===== src/rtl/pcm_slot_tx_pkg.sv =====
// Shared types and helpers for the PCM slot transmitter.
package pcm_slot_tx_pkg;

    typedef enum logic [1:0] {
        FMT_TDM  = 2'b00,
        FMT_I2S  = 2'b01,
        FMT_LJ   = 2'b10,
        FMT_RSVD = 2'b11
    } tx_fmt_e;

    // Bits per slot for a word-length code.
    function automatic logic [5:0] word_bits(input logic [1:0] sel);
        case (sel)
            2'b00:   word_bits = 6'd16;
            2'b01:   word_bits = 6'd20;
            2'b10:   word_bits = 6'd24;
            default: word_bits = 6'd32;
        endcase
    endfunction

endpackage


===== src/rtl/pcm_slot_tx_edge.sv =====
// Finds transmit edges of the bit clock and the frame-sync transitions seen on them.
// Assumes bclk_in and fsync_in are already synchronous to clk and that each
// bit-clock level lasts at least one clk cycle.
module pcm_slot_tx_edge (
    input  logic clk,
    input  logic rst_n,
    input  logic bclk_in,
    input  logic fsync_in,
    input  logic bclk_inv,
    input  logic fs_inv,
    output logic tick,
    output logic fs_rise,
    output logic fs_fall
);

    logic bclk_q;
    logic fs_q;
    logic fs_now;

    // Detect the transmit edge and the normalized frame-sync change at it.
    always_comb begin
        fs_now  = fsync_in ^ fs_inv;
        tick    = bclk_inv ? (bclk_in & ~bclk_q) : (~bclk_in & bclk_q);
        fs_rise = tick & fs_now & ~fs_q;
        fs_fall = tick & ~fs_now & fs_q;
    end

    // Keep the previous clock level and the frame-sync level of the last transmit edge.
    always_ff @(posedge clk) begin
        if (!rst_n) begin
            bclk_q <= bclk_in;
            fs_q   <= fs_now;
        end else begin
            bclk_q <= bclk_in;
            if (tick) fs_q <= fs_now;
        end
    end

endmodule


===== src/rtl/pcm_slot_tx_timing.sv =====
// Lead-in, bit and slot counters for one frame or stereo half.
// Assumes fs_rise/fs_fall are only asserted together with tick.
module pcm_slot_tx_timing
    import pcm_slot_tx_pkg::*;
#(
    parameter int SLOT_W = 6,
    parameter int OFF_W  = 5,
    parameter int BIT_W  = 5
) (
    input  logic              clk,
    input  logic              rst_n,
    input  logic              tick,
    input  logic              fs_rise,
    input  logic              fs_fall,
    input  logic [1:0]        fmt,
    input  logic [1:0]        wlen_sel,
    input  logic [OFF_W-1:0]  offset,
    output logic              active,
    output logic              frame_start,
    output logic [SLOT_W-1:0] slot_key,
    output logic [BIT_W-1:0]  bit_idx
);

    localparam int SLOT_CNT_W = SLOT_W + 1;
    localparam int NUM_SLOTS  = 1 << SLOT_W;
    localparam int HALF_SLOTS = NUM_SLOTS / 2;
    localparam int LEAD_W     = OFF_W + 1;

    logic [LEAD_W-1:0]     lead_q, c_lead, delay;
    logic [BIT_W-1:0]      bit_q, c_bit;
    logic [SLOT_CNT_W-1:0] slot_q, c_slot, limit;
    logic                  half_q, c_half;
    logic                  ref_ev, ref_half, fmt_ok, in_slots;
    logic [5:0]            wl;

    // Decode reference edges per framing and form this edge's counter view.
    always_comb begin
        ref_ev   = 1'b0;
        ref_half = 1'b0;
        delay    = '0;
        fmt_ok   = 1'b1;
        case (tx_fmt_e'(fmt))
            FMT_TDM: begin ref_ev = fs_rise;           ref_half = 1'b0;    delay = LEAD_W'(1); end
            FMT_I2S: begin ref_ev = fs_rise | fs_fall; ref_half = fs_rise; delay = LEAD_W'(1); end
            FMT_LJ:  begin ref_ev = fs_rise | fs_fall; ref_half = fs_fall; delay = '0;         end
            default: fmt_ok = 1'b0;
        endcase
        frame_start = ref_ev & ~ref_half;
        c_lead   = ref_ev ? delay + LEAD_W'(offset) : lead_q;
        c_bit    = ref_ev ? '0 : bit_q;
        c_slot   = ref_ev ? '0 : slot_q;
        c_half   = ref_ev ? ref_half : half_q;
        limit    = (tx_fmt_e'(fmt) == FMT_TDM) ? SLOT_CNT_W'(NUM_SLOTS) : SLOT_CNT_W'(HALF_SLOTS);
        in_slots = fmt_ok && (c_lead == '0) && (c_slot < limit);
        active   = tick & in_slots;
        wl       = word_bits(wlen_sel);
        bit_idx  = c_bit;
        slot_key = (tx_fmt_e'(fmt) == FMT_TDM) ? c_slot[SLOT_W-1:0]
                                              : {c_half, c_slot[SLOT_W-2:0]};
    end

    // Advance lead-in, then bit within slot, then slot, on each transmit edge.
    always_ff @(posedge clk) begin
        if (!rst_n) begin
            lead_q <= '0;
            bit_q  <= '0;
            slot_q <= SLOT_CNT_W'(NUM_SLOTS);
            half_q <= 1'b0;
        end else if (tick) begin
            half_q <= c_half;
            bit_q  <= c_bit;
            slot_q <= c_slot;
            lead_q <= '0;
            if (c_lead != '0) begin
                lead_q <= c_lead - 1'b1;
            end else if (in_slots) begin
                if ({1'b0, c_bit} == wl - 6'd1) begin
                    bit_q  <= '0;
                    slot_q <= c_slot + 1'b1;
                end else begin
                    bit_q <= c_bit + 1'b1;
                end
            end
        end
    end

endmodule


===== src/rtl/pcm_slot_tx_owner.sv =====
// Picks the lowest-numbered enabled channel whose slot matches the current key.
module pcm_slot_tx_owner #(
    parameter int NUM_CH   = 6,
    parameter int SLOT_W   = 6,
    parameter int CH_IDX_W = 3
) (
    input  logic [NUM_CH*SLOT_W-1:0] ch_slot,
    input  logic [NUM_CH-1:0]        ch_en,
    input  logic [SLOT_W-1:0]        key,
    output logic                     hit,
    output logic [CH_IDX_W-1:0]      sel
);

    logic [NUM_CH-1:0] match;

    for (genvar g = 0; g < NUM_CH; g++) begin : g_match
        assign match[g] = ch_en[g] && (ch_slot[g*SLOT_W +: SLOT_W] == key);
    end

    // Priority encode, lowest index last so it wins.
    always_comb begin
        hit = |match;
        sel = '0;
        for (int i = NUM_CH - 1; i >= 0; i--) begin
            if (match[i]) sel = CH_IDX_W'(i);
        end
    end

endmodule


===== src/rtl/pcm_slot_tx.sv =====
// Slave-mode serializer of per-channel PCM words onto a shared serial line.
// Assumes bus clocks are synchronous to clk and each bit-clock phase spans at
// least one clk cycle; outputs are registered one clk after the transmit edge.
module pcm_slot_tx
    import pcm_slot_tx_pkg::*;
#(
    parameter int NUM_CH = 6,
    parameter int MAX_W  = 32,
    parameter int SLOT_W = 6,
    parameter int OFF_W  = 5
) (
    input  logic                     clk,
    input  logic                     rst_n,
    input  logic                     bclk_in,
    input  logic                     fsync_in,
    input  logic [1:0]               fmt,
    input  logic [1:0]               wlen_sel,
    input  logic [OFF_W-1:0]         start_offset,
    input  logic                     bclk_inv,
    input  logic                     fs_inv,
    input  logic [NUM_CH-1:0]        ch_en,
    input  logic [NUM_CH*SLOT_W-1:0] ch_slot,
    input  logic [NUM_CH*MAX_W-1:0]  ch_data,
    output logic                     sd_out,
    output logic                     sd_oe
);

    localparam int CH_IDX_W = (NUM_CH > 1) ? $clog2(NUM_CH) : 1;
    localparam int BIT_W    = $clog2(MAX_W);
    localparam int IDX_W    = $clog2(NUM_CH * MAX_W);

    logic                    tick, fs_rise, fs_fall;
    logic                    active, frame_start, hit, tx_bit;
    logic [SLOT_W-1:0]       slot_key;
    logic [BIT_W-1:0]        bit_idx;
    logic [CH_IDX_W-1:0]     sel;
    logic [IDX_W-1:0]        bit_pos;
    logic [NUM_CH*MAX_W-1:0] hold_q, src;

    pcm_slot_tx_edge u_edge (
        .clk(clk), .rst_n(rst_n), .bclk_in(bclk_in), .fsync_in(fsync_in),
        .bclk_inv(bclk_inv), .fs_inv(fs_inv),
        .tick(tick), .fs_rise(fs_rise), .fs_fall(fs_fall)
    );

    pcm_slot_tx_timing #(.SLOT_W(SLOT_W), .OFF_W(OFF_W), .BIT_W(BIT_W)) u_timing (
        .clk(clk), .rst_n(rst_n), .tick(tick), .fs_rise(fs_rise), .fs_fall(fs_fall),
        .fmt(fmt), .wlen_sel(wlen_sel), .offset(start_offset),
        .active(active), .frame_start(frame_start), .slot_key(slot_key), .bit_idx(bit_idx)
    );

    pcm_slot_tx_owner #(.NUM_CH(NUM_CH), .SLOT_W(SLOT_W), .CH_IDX_W(CH_IDX_W)) u_owner (
        .ch_slot(ch_slot), .ch_en(ch_en), .key(slot_key), .hit(hit), .sel(sel)
    );

    // Capture every channel's sample at frame start.
    always_ff @(posedge clk) begin
        if (!rst_n)                  hold_q <= '0;
        else if (tick && frame_start) hold_q <= ch_data;
    end

    // Select the bit of the owning channel, using live data on the capture edge.
    always_comb begin
        src     = frame_start ? ch_data : hold_q;
        bit_pos = IDX_W'(sel) * IDX_W'(MAX_W) + IDX_W'(MAX_W - 1) - IDX_W'(bit_idx);
        tx_bit  = src[bit_pos];
    end

    // Update the line driver only on transmit edges.
    always_ff @(posedge clk) begin
        if (!rst_n) begin
            sd_out <= 1'b0;
            sd_oe  <= 1'b0;
        end else if (tick) begin
            sd_out <= active & hit & tx_bit;
            sd_oe  <= active & hit;
        end
    end

endmodule


===== config.mk =====
export PLATFORM = sky130hd
export DESIGN_NAME = pcm_slot_tx
export DESIGN_NICKNAME = d
export VERILOG_FILES = /design/src/rtl/pcm_slot_tx_pkg.sv /design/src/rtl/pcm_slot_tx_edge.sv /design/src/rtl/pcm_slot_tx_timing.sv /design/src/rtl/pcm_slot_tx_owner.sv /design/src/rtl/pcm_slot_tx.sv
export SDC_FILE = /design/constraint.sdc
export NUM_CORES = 1
export LEC_CHECK = 0
export BUFFER_PORTS_ARGS = -buffer_cell sky130_fd_sc_hd__buf_2
export CAP_MARGIN = 20
export CORE_MARGIN = 2
export CORE_UTILIZATION = 60
export CTS_BUF_LIST = sky130_fd_sc_hd__clkbuf_8
export DETAILED_ROUTE_END_ITERATION = 8
export HOLD_SLACK_MARGIN = 0.05
export PLACE_DENSITY = 0.92
export SLEW_MARGIN = 20
export SYNTH_ARGS = -nofsm -noshare
export SYNTH_HDL_FRONTEND = slang
export SYNTH_SLANG_ARGS = --single-unit
export TNS_END_PERCENT = 20

===== constraint.sdc =====
create_clock -name clk -period 6.3 [get_ports clk]
set_input_delay 0.63 -clock clk [delete_from_list [all_inputs] [get_ports clk]]
set_output_delay 0.63 -clock clk [all_outputs]
set_load 0.01 [all_outputs]

==> results of run 1 <==
-- through the flow --
stage	std cells	util, %	area, µm²	hold WS (ns)
3_5_place_dp	1882	66.9	12900	0.454
5_1_grt	1952	71.1	13700	0.275
2_1_floorplan	1472	-	11700	0.424
3_3_place_gp	1881	66.9	12900	0.449
4_1_cts	1950	71.0	13700	0.265
6_report	1952	71.1	13700	0.274
-- final timing paths --
path            startpoint                 end  slack, ns  cells past startpoint
min reg2reg     hold_q[59]          hold_q[59]       0.46                      2
min                bclk_in       u_edge.bclk_q       0.27                      1
max reg2reg  u_edge.bclk_q  u_timing.slot_q[6]       2.11                     13
max                 fmt[0]  u_timing.slot_q[6]       2.03                     15
-- cells by family (layout without fill, tap and decap cells) --
kind of cell / Yosys count / count (layout) / share of synthesized area [%]
adder cells (fa/ha/maj): 12 / 12 / 1.28
other: 0 / 1 / 0
multiplexers: 60 / 60 / 5.62
AO/OA/AOI/OAI: 434 / 434 / 27.4
AND/OR/NAND/NOR: 571 / 571 / 21.3
flip-flops: 215 / 215 / 36.8
buffers and inverters: 151 / 365 / 5.30
XOR/XNOR: 29 / 29 / 2.31
-- layout make-up --
class,count,area [µm²]
Fill cell,1468,5590
Tap cell,265,332
Sequential cell,215,4320
Timing Repair Buffer,267,1380
Clock buffer,49,674
Multi-Input combinational cell,1106,6800
Inverter,30,113
Clock inverter,19,121
Antenna cell,1,2.50
-- sequential cells by signal, summed over array words and instances, names as in the netlist, 5 cells and up --
signal,flops
hold_q,192
u_timing.slot_q,7
u_timing.lead_q,6
u_timing.bit_q,5
-- Yosys cell counts (5+ instances only) --
cell	instances	share of area, %
nand2_1	405	13
dfxtp_1	214	37
a21boi_0	189	12
clkbuf_1	95	3.0
o21ai_0	43	1.8
mux2i_1	41	3.5
a21oi_1	38	1.6
nor2_1	27	0.87
inv_1	26	0.83
nor3_1	25	1.1
nand3_1	24	1.0
xnor2_1	22	1.6
and2_1	19	1.0
mux2_2	16	1.5
a211oi_1	15	0.96
a31oi_1	14	0.75
nand4_1	13	0.69
buf_1	12	0.38
ha_1	12	1.3
a222oi_1	11	0.94
o31ai_1	11	0.71
a221oi_1	10	0.75
o32ai_1	9	0.67
nor2b_1	8	0.43
o211ai_1	8	0.51
o21a_1	8	0.51
o221ai_1	8	0.60
o22ai_1	8	0.43
buf_2	7	0.30
nand2b_1	7	0.37
a311oi_1	6	0.45
and3_1	6	0.32
nor4_1	6	0.32
xor2_1	6	0.45
buf_6	5	0.48
nor4bb_1	5	0.43
o2111ai_1	5	0.37
-- report_power, final --
| part | total (mW) | leakage (nW) | switching [mW] | internal (mW) |
|---|---|---|---|---|
| clock | 1.34 | 0.450 | 0.593 | 0.746 |
| sequential | 1.43 | 1.74 | 0.0268 | 1.41 |
| combinational | 0.459 | 2.93 | 0.272 | 0.188 |
| total | 3.23 | 5.12 | 0.891 | 2.34 |
-- layer usage --
layer | track usage (%) | share of wire [%]
met3 | 6.90 | 11
met4 | 16.9 | 4.2
met2 | 58.5 | 47
met5 | 0 | 0.030
met1 | 42.5 | 38
-- worst max-delay path, stage by stage --
cell and delay (ns):
buf_2 0.11, ha_1 0.26, nor4b_1 0.52, nor2_2 0.18, buf_4 0.26, nor2_2 0.43, mux2i_1 0.35, ha_1 0.27
inv_1 0.08, a221oi_1 0.30, o211a_2 0.38, nand3_1 0.18, nor4_2 0.38, mux2i_1 0.23, nand3_1 0.09
==> out/summary.txt, run 1 <==
status -> finished, final reports clean
Clk pin slew, worst setup/hold paths -> 0.06 ns
ys flop type -> dfxtp_1
Die X -> 144 µm
CTS tree -> built
Area growth syn-to-layout -> 17.4%
vias in the first global route -> 11,683
DRC errors left -> 0
VDD IR max -> 180 µV
Initial Util -> 60.6%
RSZ-0062 raised after global routing -> no
register area share after synthesis -> 36.8%
count of cell types in the netlist -> 87
DR pass1 iterations -> 8
Post-synth ARST share -> 0%
Clk Latency, worst-skew pair -> 0.54 ns
CTS max path bufs -> 3
max_cap viols -> 0
Slew Limit Fails -> 0
Post-CTS Setup Bufs -> 0
HP Class -> in2reg
Final period util -> 67.8%
Worst Path Arrival -> 4.65 ns
routability congestion estimate -> 0.933
EDFF count, synth -> 1
Netlist Area Pre-Place -> 11,700 µm²
die height -> 144 µm
startpoint types -> input port
Avg Cell Area, Syn -> 7.96 µm²
die area -> 20,600 µm²
Post-DRT Antenna Nets -> 0
P_leak -> 5.12 nW
fraction of layout instances using a drive strength above 1 -> 22.2%
Top Ports -> 251
Num Clock Sinks -> 215
Final min period -> 4.27 ns
cells after synthesis -> 1,472
critical path peak fanout -> 18
total of warnings raised by yosys -> 0
WL final -> 36.6 mm
TritonCTS buffer count -> 37
power per cell area -> 235 nW/µm²
grt total ovfl -> 0
setup_tns -> 0 ns
clock root buffer -> clkbuf_8
NumNets Final -> 1,918
area of the core -> 19,300 µm²
Final Hold Fails -> 0
vias after detailed routing -> 12,093
#FFs+latches synth -> 215
post-DR wirelength/cell -> 18.8 µm
Worst slew margin -> 30.2%
Final setup viols -> 0
via/cell ratio -> 6.20
antenna violations before repair -> 2
depth of the CTS H-tree -> 2
CP Class -> in2reg
CTS Hold Bufs -> 0
DP HPWL -> 25.0 mm
worst endpoint required time -> 6.68 ns
Total Routing Usage GR -> 34.7%
most common cell after layout, fill and taps aside -> nand2_1
IO buf count -> 250
post-layout worst setup margin -> 2.03 ns
f_max -> 234 MHz
Tot Pwr -> 3.23 mW
dpl ws -> 1.51 ns
clk_skew -> 0.0190 ns
CTS resizes -> 0
most frequent cells in the layout -> nand2_1 (405), buf_2 (250), dfxtp_1 (212), a21boi_0 (189), clkbuf_8 (49)
initial drt markers -> 1,286
FP Rows -> 51
crit path capture type -> flip-flop
syn_nets -> 1,733
largest net degree at the start of global routing -> 126
Worst-Margin Slew -> 1.05 ns
first-pass GRT wire length -> 57.2 mm
(Power assumes the default switching activity.)
==> inputs of run 2 (changes only) <==
--- a/config.mk
+++ b/config.mk
@@ -8,11 +8,11 @@
 export BUFFER_PORTS_ARGS = -buffer_cell sky130_fd_sc_hd__buf_2
 export CAP_MARGIN = 20
 export CORE_MARGIN = 2
-export CORE_UTILIZATION = 60
+export CORE_UTILIZATION = 51
 export CTS_BUF_LIST = sky130_fd_sc_hd__clkbuf_8
 export DETAILED_ROUTE_END_ITERATION = 8
 export HOLD_SLACK_MARGIN = 0.05
-export PLACE_DENSITY = 0.92
+export PLACE_DENSITY = 0.83
 export SLEW_MARGIN = 20
 export SYNTH_ARGS = -nofsm -noshare
 export SYNTH_HDL_FRONTEND = slang
==> constraint.sdc (replaced) <==
create_clock -name clk -period 3.6 [get_ports clk]
set_input_delay 0.36 -clock clk [delete_from_list [all_inputs] [get_ports clk]]
set_output_delay 0.36 -clock clk [all_outputs]
set_load 0.01 [all_outputs]
==> run 2 against run 1 <==
Hold slack worse by 0.20 ns. Sequential share of layout area is 0.84 points lower. Utilization is 8.5 points lower. Via count is 0.58% higher. Combinational power is 87% higher. Final cell count is 3.4% higher. Clock power is 60% higher. Global-route usage is 4.6 points lower. Register-to-register slack worse by 1.9 ns. Flip-flop and latch count stayed put. Non-clock buffer count is 48 higher.
==> out/summary.txt, run 2 (synthesized netlist as in run 1, its figures left out) <==
vias after detailed routing -> 12,163
Critical path buffers and inverters -> 2
max incr delay on CP -> 0.50 ns
worst endpoint required time -> 4.03 ns
Worst slew margin -> 41.2%
antenna violations before repair -> 3
crit path capture type -> flip-flop
area of the core -> 22,600 µm²
vias in the first global route -> 11,517
setup_tns -> 0 ns
final non-filler cell total -> 2,018
clk_skew -> 0.0142 ns
largest net degree at the start of global routing -> 114
post-route cell area -> 14,100 µm²
DR pass1 iterations -> 7
via/cell ratio -> 6.03
FP Rows -> 55
Reg with most FFs -> hold_q
TritonCTS buffer count -> 36
routability congestion estimate -> 0.998
DP HPWL -> 26.6 mm
critical path peak fanout -> 37
HP Class -> in2reg
die height -> 156 µm
crit-path cells -> xor3_2 -> a22oi_2 -> buf_4 -> nor3_4 -> buf_12 -> a222oi_1 -> a211oi_1 -> a211o_1 -> a2111oi_2 -> a311oi_1 -> a311o_1
Worst Path Arrival -> 3.86 ns
fraction of layout instances using a drive strength above 1 -> 24.0%
Area growth syn-to-layout -> 20.6%
reg-to-reg slack, setup -> 0.17 ns
grt total ovfl -> 0
WL final -> 37.7 mm
Final Hold Fails -> 0
most common cell after layout, fill and taps aside -> nand2_1
clock root buffer -> clkbuf_8
DRC errors left -> 0
Clk pin slew, worst setup/hold paths -> 0.07 ns
die area -> 24,200 µm²
placed inst area -> 13,400 µm²
max_cap viols -> 0
Critical R2R Capture -> sd_out
critical path's top delay family -> compound AO/OA/AOI/OAI gates
Total Routing Usage GR -> 30.1%
Die X -> 156 µm
hold depth -> 3
Clk Latency, worst-skew pair -> 0.54 ns
P_leak -> 5.33 nW
Worst-Margin Slew -> 0.882 ns
Hold Slack -> 0.0720 ns
Post-DRT Antenna Nets -> 0
final core utilization -> 62.6%
Final min period -> 3.43 ns
Worst Hold End -> hold_q[4]
Num Clock Sinks -> 215
Initial Util -> 51.9%
Top Ports -> 251
CTS tree -> built
NumNets Final -> 1,965
biggest regs -> hold_q x192, u_timing.slot_q x7, u_timing.lead_q x6
slowest CP cell -> xor3_2
Final setup viols -> 0
Final period util -> 95.2%
RR Startpoint -> u_edge.fs_q
CTS max path bufs -> 3
f_max -> 292 MHz
startpoint types -> flip-flop
r2r worst-path depth -> 11
initial drt markers -> 1,314
power per cell area -> 391 nW/µm²
most frequent cells in the layout -> nand2_1 (405), buf_2 (249), dfxtp_1 (212), a21boi_0 (189), buf_4 (62)
first-pass GRT wire length -> 58.7 mm
Slew Limit Fails -> 0
VDD IR max -> 344 µV
CP Class -> reg2reg
depth of the CTS H-tree -> 2
dpl cells -> 1,950
status -> finished, final reports clean
post-DR wirelength/cell -> 18.7 µm
max FFs per register -> 192
IO buf count -> 250
Worst Min Path Start -> ch_data[4]
RSZ-0062 raised after global routing -> no
-- run 2: cell types whose count changed in the layout (fill, tap and decap cells not counted), moves of 2 or more --
cell / before / now
clkinvlp_4: 0 / 2
clkinv_2: 9 / 1
buf_4: 16 / 62
diode_2: 1 / 3
inv_1: 33 / 41
buf_12: 0 / 2
clkbuf_8: 49 / 46
-- run 2: report_power, final --
group | switching [mW] | internal [mW]
logic | 0.490 | 0.370
clock network | 1.00 | 1.14
registers | 0.0496 | 2.46
total | 1.54 | 3.98
-- run 2: worst max path at each step --
stage | from | cells past startpoint | to | slack (ns)
global route | bclk_in | 14 | u_timing.slot_q[6] | 0.05
floorplan | fmt[0] | 15 | u_timing.slot_q[5] | 0.01
CTS | bclk_in | 12 | sd_out | 0.16
detailed placement | fmt[0] | 12 | sd_out | -0.16
global placement | fmt[0] | 12 | sd_out | -0.03
finish | u_edge.fs_q | 11 | sd_out | 0.17
-- run 2: metal layers --
layer / vias up / GRT usage (%) / share of wire, %
li1: 5672 / - / -
met1: 5628 / 38.9 / 39
met2: 721 / 49.6 / 46
met3: 142 / 5.39 / 11
met4: 0 / 13.0 / 4.1
met5: - / 0 / 0
-- run 2: final cells by class --
class / count / area, µm²
Timing Repair Buffer: 315 / 1770
Tap cell: 285 / 357
Clock buffer: 46 / 633
Inverter: 30 / 113
Multi-Input combinational cell: 1106 / 6840
Sequential cell: 215 / 4320
Fill cell: 1968 / 8450
Clock inverter: 18 / 76.3
Antenna cell: 3 / 7.51
-- run 2: worst reg2reg max path: cells and delay by family (launching register included) --
kind	cells	cell delay [ns]
simple gates	1	0.09
buf+inv	2	0.48
compound gates	7	1.85
xor+xnor	1	0.50
flops	1	0.41
-- run 2: repair_timing --
| action | 4_1_cts | 5_1_grt |
|---|---|---|
| hold buffers | 1 | 0 |
| endpoints found under the setup margin | 0 | 1 |
| resized for setup | 0 | 5 |
| buffers inserted | 0 | 0 |
| endpoints found under the hold margin | 1 | 0 |
-- run 2: stage by stage --
stage          setup WS (ns)  power [mW]
2_1_floorplan         0.0144        3.04
3_3_place_gp         -0.0343        3.37
3_5_place_dp          -0.157        3.39
4_1_cts                0.162        5.51
5_1_grt               0.0494        5.72
6_report               0.171        5.52
